==> src/rtl/bmdma_pkg.sv <==
package bmdma_pkg;

    localparam int REG_W     = 32;
    localparam int MEM_W     = 32;
    localparam int PRD_CNT_W = 17;

    localparam logic [2:0] REG_CMD = 3'd0;
    localparam logic [2:0] REG_STS = 3'd2;
    localparam logic [2:0] REG_PTR = 3'd4;

    localparam int CMD_GO_BIT    = 0;
    localparam int CMD_TOMEM_BIT = 3;
    localparam int STS_ACT_BIT   = 0;
    localparam int STS_ERR_BIT   = 1;
    localparam int STS_INT_BIT   = 2;
    localparam int DESC_END_BIT  = 31;

    typedef enum logic [2:0] {
        S_IDLE,
        S_DESC_A,
        S_DESC_B,
        S_DEV_GET,
        S_MEM_WR,
        S_MEM_RD,
        S_DEV_PUT,
        S_HOLD
    } eng_state_e;

    typedef struct packed {
        logic intr;
        logic err;
        logic active;
    } sts_t;

    // Byte count field: bit 0 dropped, zero means the full 64 KiB
    function automatic logic [PRD_CNT_W-1:0] prd_bytes(input logic [15:0] field);
        logic [15:0] even;
        even = {field[15:1], 1'b0};
        return (even == 16'd0) ? PRD_CNT_W'(17'h10000) : PRD_CNT_W'(even);
    endfunction

endpackage

==> src/rtl/bmdma_regs.sv <==
module bmdma_regs
    import bmdma_pkg::*;
#(
    parameter int AW = 32
) (
    input  logic             clk,
    input  logic             rst,
    input  logic             reg_wr,
    input  logic [2:0]       reg_addr,
    input  logic [REG_W-1:0] reg_wdata,
    output logic [REG_W-1:0] reg_rdata,
    input  logic             eng_done,
    input  logic             eng_int,
    input  logic             eng_err,
    output logic             go_pulse,
    output logic             stop_pulse,
    output logic             to_mem,
    output logic [AW-1:0]    tbl_ptr,
    output sts_t             sts
);

    logic cmd_go;
    logic cmd_wr, sts_wr, ptr_wr;

    assign cmd_wr     = reg_wr && (reg_addr == REG_CMD);
    assign sts_wr     = reg_wr && (reg_addr == REG_STS);
    assign ptr_wr     = reg_wr && (reg_addr == REG_PTR);
    assign go_pulse   = cmd_wr && reg_wdata[CMD_GO_BIT] && !cmd_go;
    assign stop_pulse = cmd_wr && !reg_wdata[CMD_GO_BIT];

    always_ff @(posedge clk) begin
        if (rst) begin
            cmd_go  <= 1'b0;
            to_mem  <= 1'b0;
            tbl_ptr <= '0;
            sts     <= '0;
        end else begin
            if (cmd_wr) begin
                cmd_go <= reg_wdata[CMD_GO_BIT];
                if (!sts.active || stop_pulse)
                    to_mem <= reg_wdata[CMD_TOMEM_BIT];
            end
            if (ptr_wr && !sts.active)
                tbl_ptr <= {reg_wdata[AW-1:2], 2'b00};

            if (go_pulse)
                sts.active <= 1'b1;
            else if (stop_pulse || eng_done || eng_err)
                sts.active <= 1'b0;

            if (eng_int)
                sts.intr <= 1'b1;
            else if (sts_wr && reg_wdata[STS_INT_BIT])
                sts.intr <= 1'b0;

            if (eng_err)
                sts.err <= 1'b1;
            else if (sts_wr && reg_wdata[STS_ERR_BIT])
                sts.err <= 1'b0;
        end
    end

    always_comb begin
        unique case (reg_addr)
            REG_CMD: reg_rdata = REG_W'({to_mem, 2'b00, cmd_go});
            REG_STS: reg_rdata = REG_W'(sts);
            REG_PTR: reg_rdata = REG_W'(tbl_ptr);
            default: reg_rdata = '0;
        endcase
    end

endmodule

==> src/rtl/bmdma_engine.sv <==
module bmdma_engine
    import bmdma_pkg::*;
#(
    parameter int AW = 32,
    parameter int DW = 16
) (
    input  logic             clk,
    input  logic             rst,
    input  logic             go_pulse,
    input  logic             stop_pulse,
    input  logic             to_mem,
    input  logic [AW-1:0]    tbl_ptr,
    output logic             mem_req,
    output logic             mem_we,
    output logic             mem_wide,
    output logic [AW-1:0]    mem_addr,
    output logic [MEM_W-1:0] mem_wdata,
    input  logic             mem_ack,
    input  logic [MEM_W-1:0] mem_rdata,
    input  logic             mem_err,
    input  logic             dev_in_valid,
    output logic             dev_in_ready,
    input  logic [DW-1:0]    dev_in_data,
    output logic             dev_out_valid,
    input  logic             dev_out_ready,
    output logic [DW-1:0]    dev_out_data,
    input  logic             dev_last,
    output logic             eng_done,
    output logic             eng_int,
    output logic             eng_err
);

    localparam int STEP = DW / 8;

    eng_state_e           state, state_nx;
    logic [AW-1:0]        desc_ptr, buf_addr;
    logic [PRD_CNT_W-1:0] remain, remain_nx;
    logic                 end_ent, last_q;
    logic [DW-1:0]        word;
    logic                 beat, beat_last, mem_fail;

    assign mem_req       = (state == S_DESC_A) || (state == S_DESC_B) ||
                           (state == S_MEM_WR) || (state == S_MEM_RD);
    assign mem_we        = (state == S_MEM_WR);
    assign mem_wide      = (state == S_DESC_A) || (state == S_DESC_B);
    assign mem_addr      = (state == S_DESC_A) ? desc_ptr :
                           (state == S_DESC_B) ? desc_ptr + AW'(4) : buf_addr;
    assign mem_wdata     = MEM_W'(word);
    assign dev_in_ready  = (state == S_DEV_GET);
    assign dev_out_valid = (state == S_DEV_PUT);
    assign dev_out_data  = word;

    assign mem_fail  = mem_req && mem_ack && mem_err;
    assign beat      = ((state == S_MEM_WR) && mem_ack && !mem_err) ||
                       ((state == S_DEV_PUT) && dev_out_ready);
    assign beat_last = (state == S_MEM_WR) ? last_q : dev_last;
    assign remain_nx = remain - PRD_CNT_W'(STEP);

    always_comb begin
        state_nx = state;
        eng_done = 1'b0;
        eng_int  = 1'b0;
        eng_err  = 1'b0;
        if (stop_pulse) begin
            state_nx = S_IDLE;
        end else if (go_pulse) begin
            state_nx = S_DESC_A;
        end else if (mem_fail) begin
            eng_err  = 1'b1;
            state_nx = S_IDLE;
        end else if (beat) begin
            if (beat_last) begin
                eng_int  = 1'b1;
                eng_done = (remain_nx == '0) && end_ent;
                state_nx = eng_done ? S_IDLE : S_HOLD;
            end else if (remain_nx == '0) begin
                eng_done = end_ent;
                state_nx = end_ent ? S_IDLE : S_DESC_A;
            end else begin
                state_nx = to_mem ? S_DEV_GET : S_MEM_RD;
            end
        end else begin
            unique case (state)
                S_DESC_A:  if (mem_ack) state_nx = S_DESC_B;
                S_DESC_B:  if (mem_ack) state_nx = to_mem ? S_DEV_GET : S_MEM_RD;
                S_DEV_GET: if (dev_in_valid) state_nx = S_MEM_WR;
                S_MEM_RD:  if (mem_ack) state_nx = S_DEV_PUT;
                default:   state_nx = state;
            endcase
        end
    end

    always_ff @(posedge clk) begin
        if (rst) begin
            state    <= S_IDLE;
            desc_ptr <= '0;
            buf_addr <= '0;
            remain   <= '0;
            end_ent  <= 1'b0;
            last_q   <= 1'b0;
            word     <= '0;
        end else begin
            state <= state_nx;
            if (go_pulse)
                desc_ptr <= tbl_ptr;
            if (mem_ack && !mem_err && !stop_pulse) begin
                if (state == S_DESC_A)
                    buf_addr <= mem_rdata[AW-1:0];
                if (state == S_DESC_B) begin
                    remain   <= prd_bytes(mem_rdata[15:0]);
                    end_ent  <= mem_rdata[DESC_END_BIT];
                    desc_ptr <= desc_ptr + AW'(8);
                end
                if (state == S_MEM_RD)
                    word <= mem_rdata[DW-1:0];
            end
            if ((state == S_DEV_GET) && dev_in_valid) begin
                word   <= dev_in_data;
                last_q <= dev_last;
            end
            if (beat) begin
                remain   <= remain_nx;
                buf_addr <= buf_addr + AW'(STEP);
            end
        end
    end

endmodule

==> src/rtl/bmdma_prd_engine.sv <==
module bmdma_prd_engine
    import bmdma_pkg::*;
#(
    parameter int AW = 32,
    parameter int DW = 16
) (
    input  logic             clk,
    input  logic             rst,
    input  logic             reg_wr,
    input  logic [2:0]       reg_addr,
    input  logic [REG_W-1:0] reg_wdata,
    output logic [REG_W-1:0] reg_rdata,
    output logic             mem_req,
    output logic             mem_we,
    output logic             mem_wide,
    output logic [AW-1:0]    mem_addr,
    output logic [MEM_W-1:0] mem_wdata,
    input  logic             mem_ack,
    input  logic [MEM_W-1:0] mem_rdata,
    input  logic             mem_err,
    input  logic             dev_in_valid,
    output logic             dev_in_ready,
    input  logic [DW-1:0]    dev_in_data,
    output logic             dev_out_valid,
    input  logic             dev_out_ready,
    output logic [DW-1:0]    dev_out_data,
    input  logic             dev_last,
    output logic             irq
);

    logic          go_pulse, stop_pulse, to_mem;
    logic          eng_done, eng_int, eng_err;
    logic [AW-1:0] tbl_ptr;
    sts_t          sts;
    logic          sts_active, sts_err;

    assign sts_active = sts.active;
    assign sts_err    = sts.err;
    assign irq        = sts.intr;

    bmdma_regs #(.AW(AW)) u_regs (
        .clk        (clk),
        .rst        (rst),
        .reg_wr     (reg_wr),
        .reg_addr   (reg_addr),
        .reg_wdata  (reg_wdata),
        .reg_rdata  (reg_rdata),
        .eng_done   (eng_done),
        .eng_int    (eng_int),
        .eng_err    (eng_err),
        .go_pulse   (go_pulse),
        .stop_pulse (stop_pulse),
        .to_mem     (to_mem),
        .tbl_ptr    (tbl_ptr),
        .sts        (sts)
    );

    bmdma_engine #(.AW(AW), .DW(DW)) u_engine (
        .clk           (clk),
        .rst           (rst),
        .go_pulse      (go_pulse),
        .stop_pulse    (stop_pulse),
        .to_mem        (to_mem),
        .tbl_ptr       (tbl_ptr),
        .mem_req       (mem_req),
        .mem_we        (mem_we),
        .mem_wide      (mem_wide),
        .mem_addr      (mem_addr),
        .mem_wdata     (mem_wdata),
        .mem_ack       (mem_ack),
        .mem_rdata     (mem_rdata),
        .mem_err       (mem_err),
        .dev_in_valid  (dev_in_valid),
        .dev_in_ready  (dev_in_ready),
        .dev_in_data   (dev_in_data),
        .dev_out_valid (dev_out_valid),
        .dev_out_ready (dev_out_ready),
        .dev_out_data  (dev_out_data),
        .dev_last      (dev_last),
        .eng_done      (eng_done),
        .eng_int       (eng_int),
        .eng_err       (eng_err)
    );

endmodule

==> config.mk <==
export PLATFORM = sky130hd
export DESIGN_NAME = bmdma_prd_engine
export DESIGN_NICKNAME = d
export VERILOG_FILES = /design/src/rtl/bmdma_pkg.sv /design/src/rtl/bmdma_regs.sv /design/src/rtl/bmdma_engine.sv /design/src/rtl/bmdma_prd_engine.sv
export SDC_FILE = /design/constraint.sdc
export NUM_CORES = 1
export LEC_CHECK = 0
export ABC_AREA = 1
export BUFFER_PORTS_ARGS = -buffer_cell sky130_fd_sc_hd__buf_2
export CAP_MARGIN = 25
export CORE_AREA = 4 4 192 120
export CTS_BUF_LIST = sky130_fd_sc_hd__clkbuf_8 sky130_fd_sc_hd__clkbuf_16
export CTS_CLUSTER_SIZE = 12
export DETAILED_ROUTE_END_ITERATION = 16
export DIE_AREA = 0 0 196 124
export PLACE_DENSITY = 0.67
export SLEW_MARGIN = 20
export SYNTH_ARGS = -nofsm -noshare
export SYNTH_HDL_FRONTEND = slang
export SYNTH_HIERARCHICAL = 1
export SYNTH_SLANG_ARGS = --single-unit
==> constraint.sdc <==
create_clock -name clk -period 2.65 [get_ports clk]
set_clock_uncertainty 0.2 [all_clocks]
set_input_delay 0.265 -clock clk [delete_from_list [all_inputs] [get_ports clk]]
set_output_delay 0.265 -clock clk [all_outputs]
set_load 0.03 [all_outputs]
==> flow_metrics.py <==
metrics = {
    "place": {
        "io_buffers": 192,
        "place.gp.congestion": 0.980,
        "dpl.hpwl_microns": 28000,
        "placed_cell_area_sq_um": 10700,
    },
    "synth": {
        "synth_cell_type_count": 51,
        "yosys-top-cells-count": "328 x nand2_1, 221 x inv_1, 209 x nor2_1",
        "synth.area.top_cells": "dfxtp_1 29%, nand2_1 13%, inv_1 8.8%",
        "synth_area_sq_um": 9430,
        "ys_ff_latch": 136,
        "synthMostInstantiatedCell": "nand2_1",
        "synth_top_area_share_pct": 28.9,
        "synth_edf_count": 0,
        "syn_inst": 1523,
        "ys_seq_area_share_pct": 28.9,
        "synth_flop_cell": "dfxtp_1",
        "async_flop_share_pct": 0,
        "yosysTopAreaCell": "dfxtp_1",
        "avgSynthCellArea_sq_um": 6.19,
        "yosys_warnings": 6,
    },
    "timing": {
        "period_needed_ps": 2790,
        "fin_setup_tns_ps": -501,
        "worst_pin_slew_ps": 585,
        "slew_viol_final": 0,
        "hold_viol_final": 0,
        "slew_headroom_pct": 61.0,
        "worst_hold_slack_ps": 28.2,
        "rsz0062_at_grt": "yes",
        "fin_crit_sh_pct": 105,
        "clock.fmax_ghz": 0.358,
        "finalWorstSetupSlack_ps": -144,
        "setup_viol": 6,
    },
    "clock_network": {
        "cts_tree": "done",
        "path_clk_slew_ps": 60,
        "clockRootBuffer": "clkbuf_16",
        "clk_path_buf_depth": 2,
        "cts_made_buffers": 17,
        "h-tree-depth": 4,
        "cts.sinks": 136,
        "insertion_delay_ps": 440,
    },
    "critical_path": {
        "end_kind": "primary output",
        "crit_required_ps": 2180,
        "regToRegSetupSlack_ps": 250,
        "worstSetupPathType": "register to primary output",
        "cp_max_fo": 3,
        "critPathArrivalTime_ps": 2330,
        "start_kind": "register",
    },
    "grt": {
        "use_met1_pct": 45.8,
        "grt_antenna_before_repair": 0,
        "grt_overflow": 0,
        "track_usage_pct": 30.2,
        "grt_most_used_layer": "met1",
        "grt_max_degree": 61,
        "gr-usage-met3_pct": 8.71,
        "use_met2_pct": 41.6,
        "grt_pass1_vias": 10200,
        "grt_pass1_wl_microns": 57300,
    },
    "layout": {
        "insertedDiodeCount": 0,
        "area_growth_pct": 36.1,
        "nNetsFinal": 1906,
        "design_area_sq_um": 12800,
        "drive_above_1_share_pct": 24.3,
        "nFillCells": 2049,
    },
    "pwr": {
        "ir_worst_vdd_uv": 642,
        "p_per_area_nw_per_um2": 731,
        "p_leak_uw": 0.00590,
    },
    "route": {
        "drt_wl_total_microns": 37900,
        "firstDrtPassIters": 6,
        "via_count": 11300,
        "viasPerCell": 5.34,
        "ant_nets": 0,
        "avgRoutedWirePerCell_microns": 17.9,
        "drt-initial-drc-count": 1216,
        "drc_errors": 0,
    },
    "die": {
        "die_area_sq_um": 24300,
        "die_w_microns": 196,
        "core_sq_um": 21400,
        "initial_core_util_pct": 44.0,
        "ios": 209,
        "die_h_microns": 124,
        "rows": 42,
    },
    "flow_run": {
        "drv_cap": 0,
    },
    "worst_hold_path": {
        "min_path_type": "input pin to register",
    },
    "status": {
        "status": "finished with violations",
        "violations": "negative setup slack",
    },
}
## logic make-up after synthesis
logic type               synth area share, %
AND/OR/NAND/NOR                         32.1
buffers and inverters                   15.9
AO/OA/AOI/OAI                           18.7
flip-flops                              28.9
XOR/XNOR                                3.71
adder cells (fa/ha/maj)                0.531
other                                 0.0796
multiplexers                           0.106
## where the power goes
group / switching [uW] / total, uW / internal (uW) / leakage, uW
Combinational: 3110 / 4590 / 1490 / 0.00450
Clock: 947 / 2320 / 1370 / 0.000285
Sequential: 235 / 2470 / 2240 / 0.00111
## worst max-delay path, cell delays in order, from the launching register on
cell      delay [ps]
dfxtp_2          350
ha_4             150
nand3_4           90
nor2_4           130
inv_2             60
nor2_4           100
and3_4           220
nand2_4           60
nor3_1           250
a21oi_1          140
o21bai_1         160
buf_4            180
## layer usage
layer  wire length (microns)  part of all wire (%)
met5                       0                     0
met4                     495                   1.3
met3                    4420                    12
met2                   14700                    39
met1                   18200                    48
## placed cells by master, fill, tap and decap left out, types with 24 or more instances in the layout
master and count:
nand2_1 320, inv_1 212, nor2_1 194, buf_2 167, o21ai_0 132, dfxtp_1 113
buf_4 90, a21oi_1 76, dlygate4sd3_1 75, nand3_1 47, xor2_1 36, nor3_1 26
a31oi_1 26, nand4_1 24
## area by class of cell
cell class              count  area, sq um  share of cell area, %
flip-flops and latches    136         2770                   21.5
repair buffers            350         2520                   19.6
clock inverters            10         80.1                  0.624
clock buffers              21          480                   3.74
multi-input cells        1073         5750                   44.8
inverters                 233          888                   6.92
well taps                 286          358                   2.79
## what timing repair did
item	in CTS	in global routing
setup buffers	11	7
hold buffers	75	0
gates resized for setup	138	60
pin swaps	17	15
setup endpoints to repair	30	38
endpoints found under the hold margin	78	0
## through the flow
| step | total power, uW | setup slack [ps] | util (%) | instances |
|---|---|---|---|---|
| floorplan | 5090 | 24.5 | - | 1539 |
| global placement | 6400 | 47.2 | 49.9 | 1984 |
| detailed placement | 6400 | 114 | 49.9 | 1984 |
| CTS | 9080 | -192 | 58.5 | 2101 |
| global route | 9880 | -263 | 59.9 | 2109 |
| finish | 9380 | -144 | 59.9 | 2109 |
## sequential cells by signal, summed over array words and instances (netlist names), 3 cells and up
| signal | cells |
|---|---|
| u_engine/remain | 16 |
| u_engine/dev_out_data | 16 |
| u_regs/tbl_ptr | 30 |
| u_engine/buf_addr | 32 |
| u_engine/state | 3 |
| u_regs/sts | 3 |
| u_engine/desc_ptr | 32 |
## final timing paths
kind | from | to | cells past startpoint
min | dev_in_valid | u_engine/last_q | 3
max reg2reg | u_engine/state[1] | u_engine/dev_out_data[0] | 11
max | u_engine/desc_ptr[4] | mem_addr[27] | 11
min reg2reg | u_engine/last_q | u_engine/last_q | 2
Note: power is estimated with default switching activity, not from simulation.
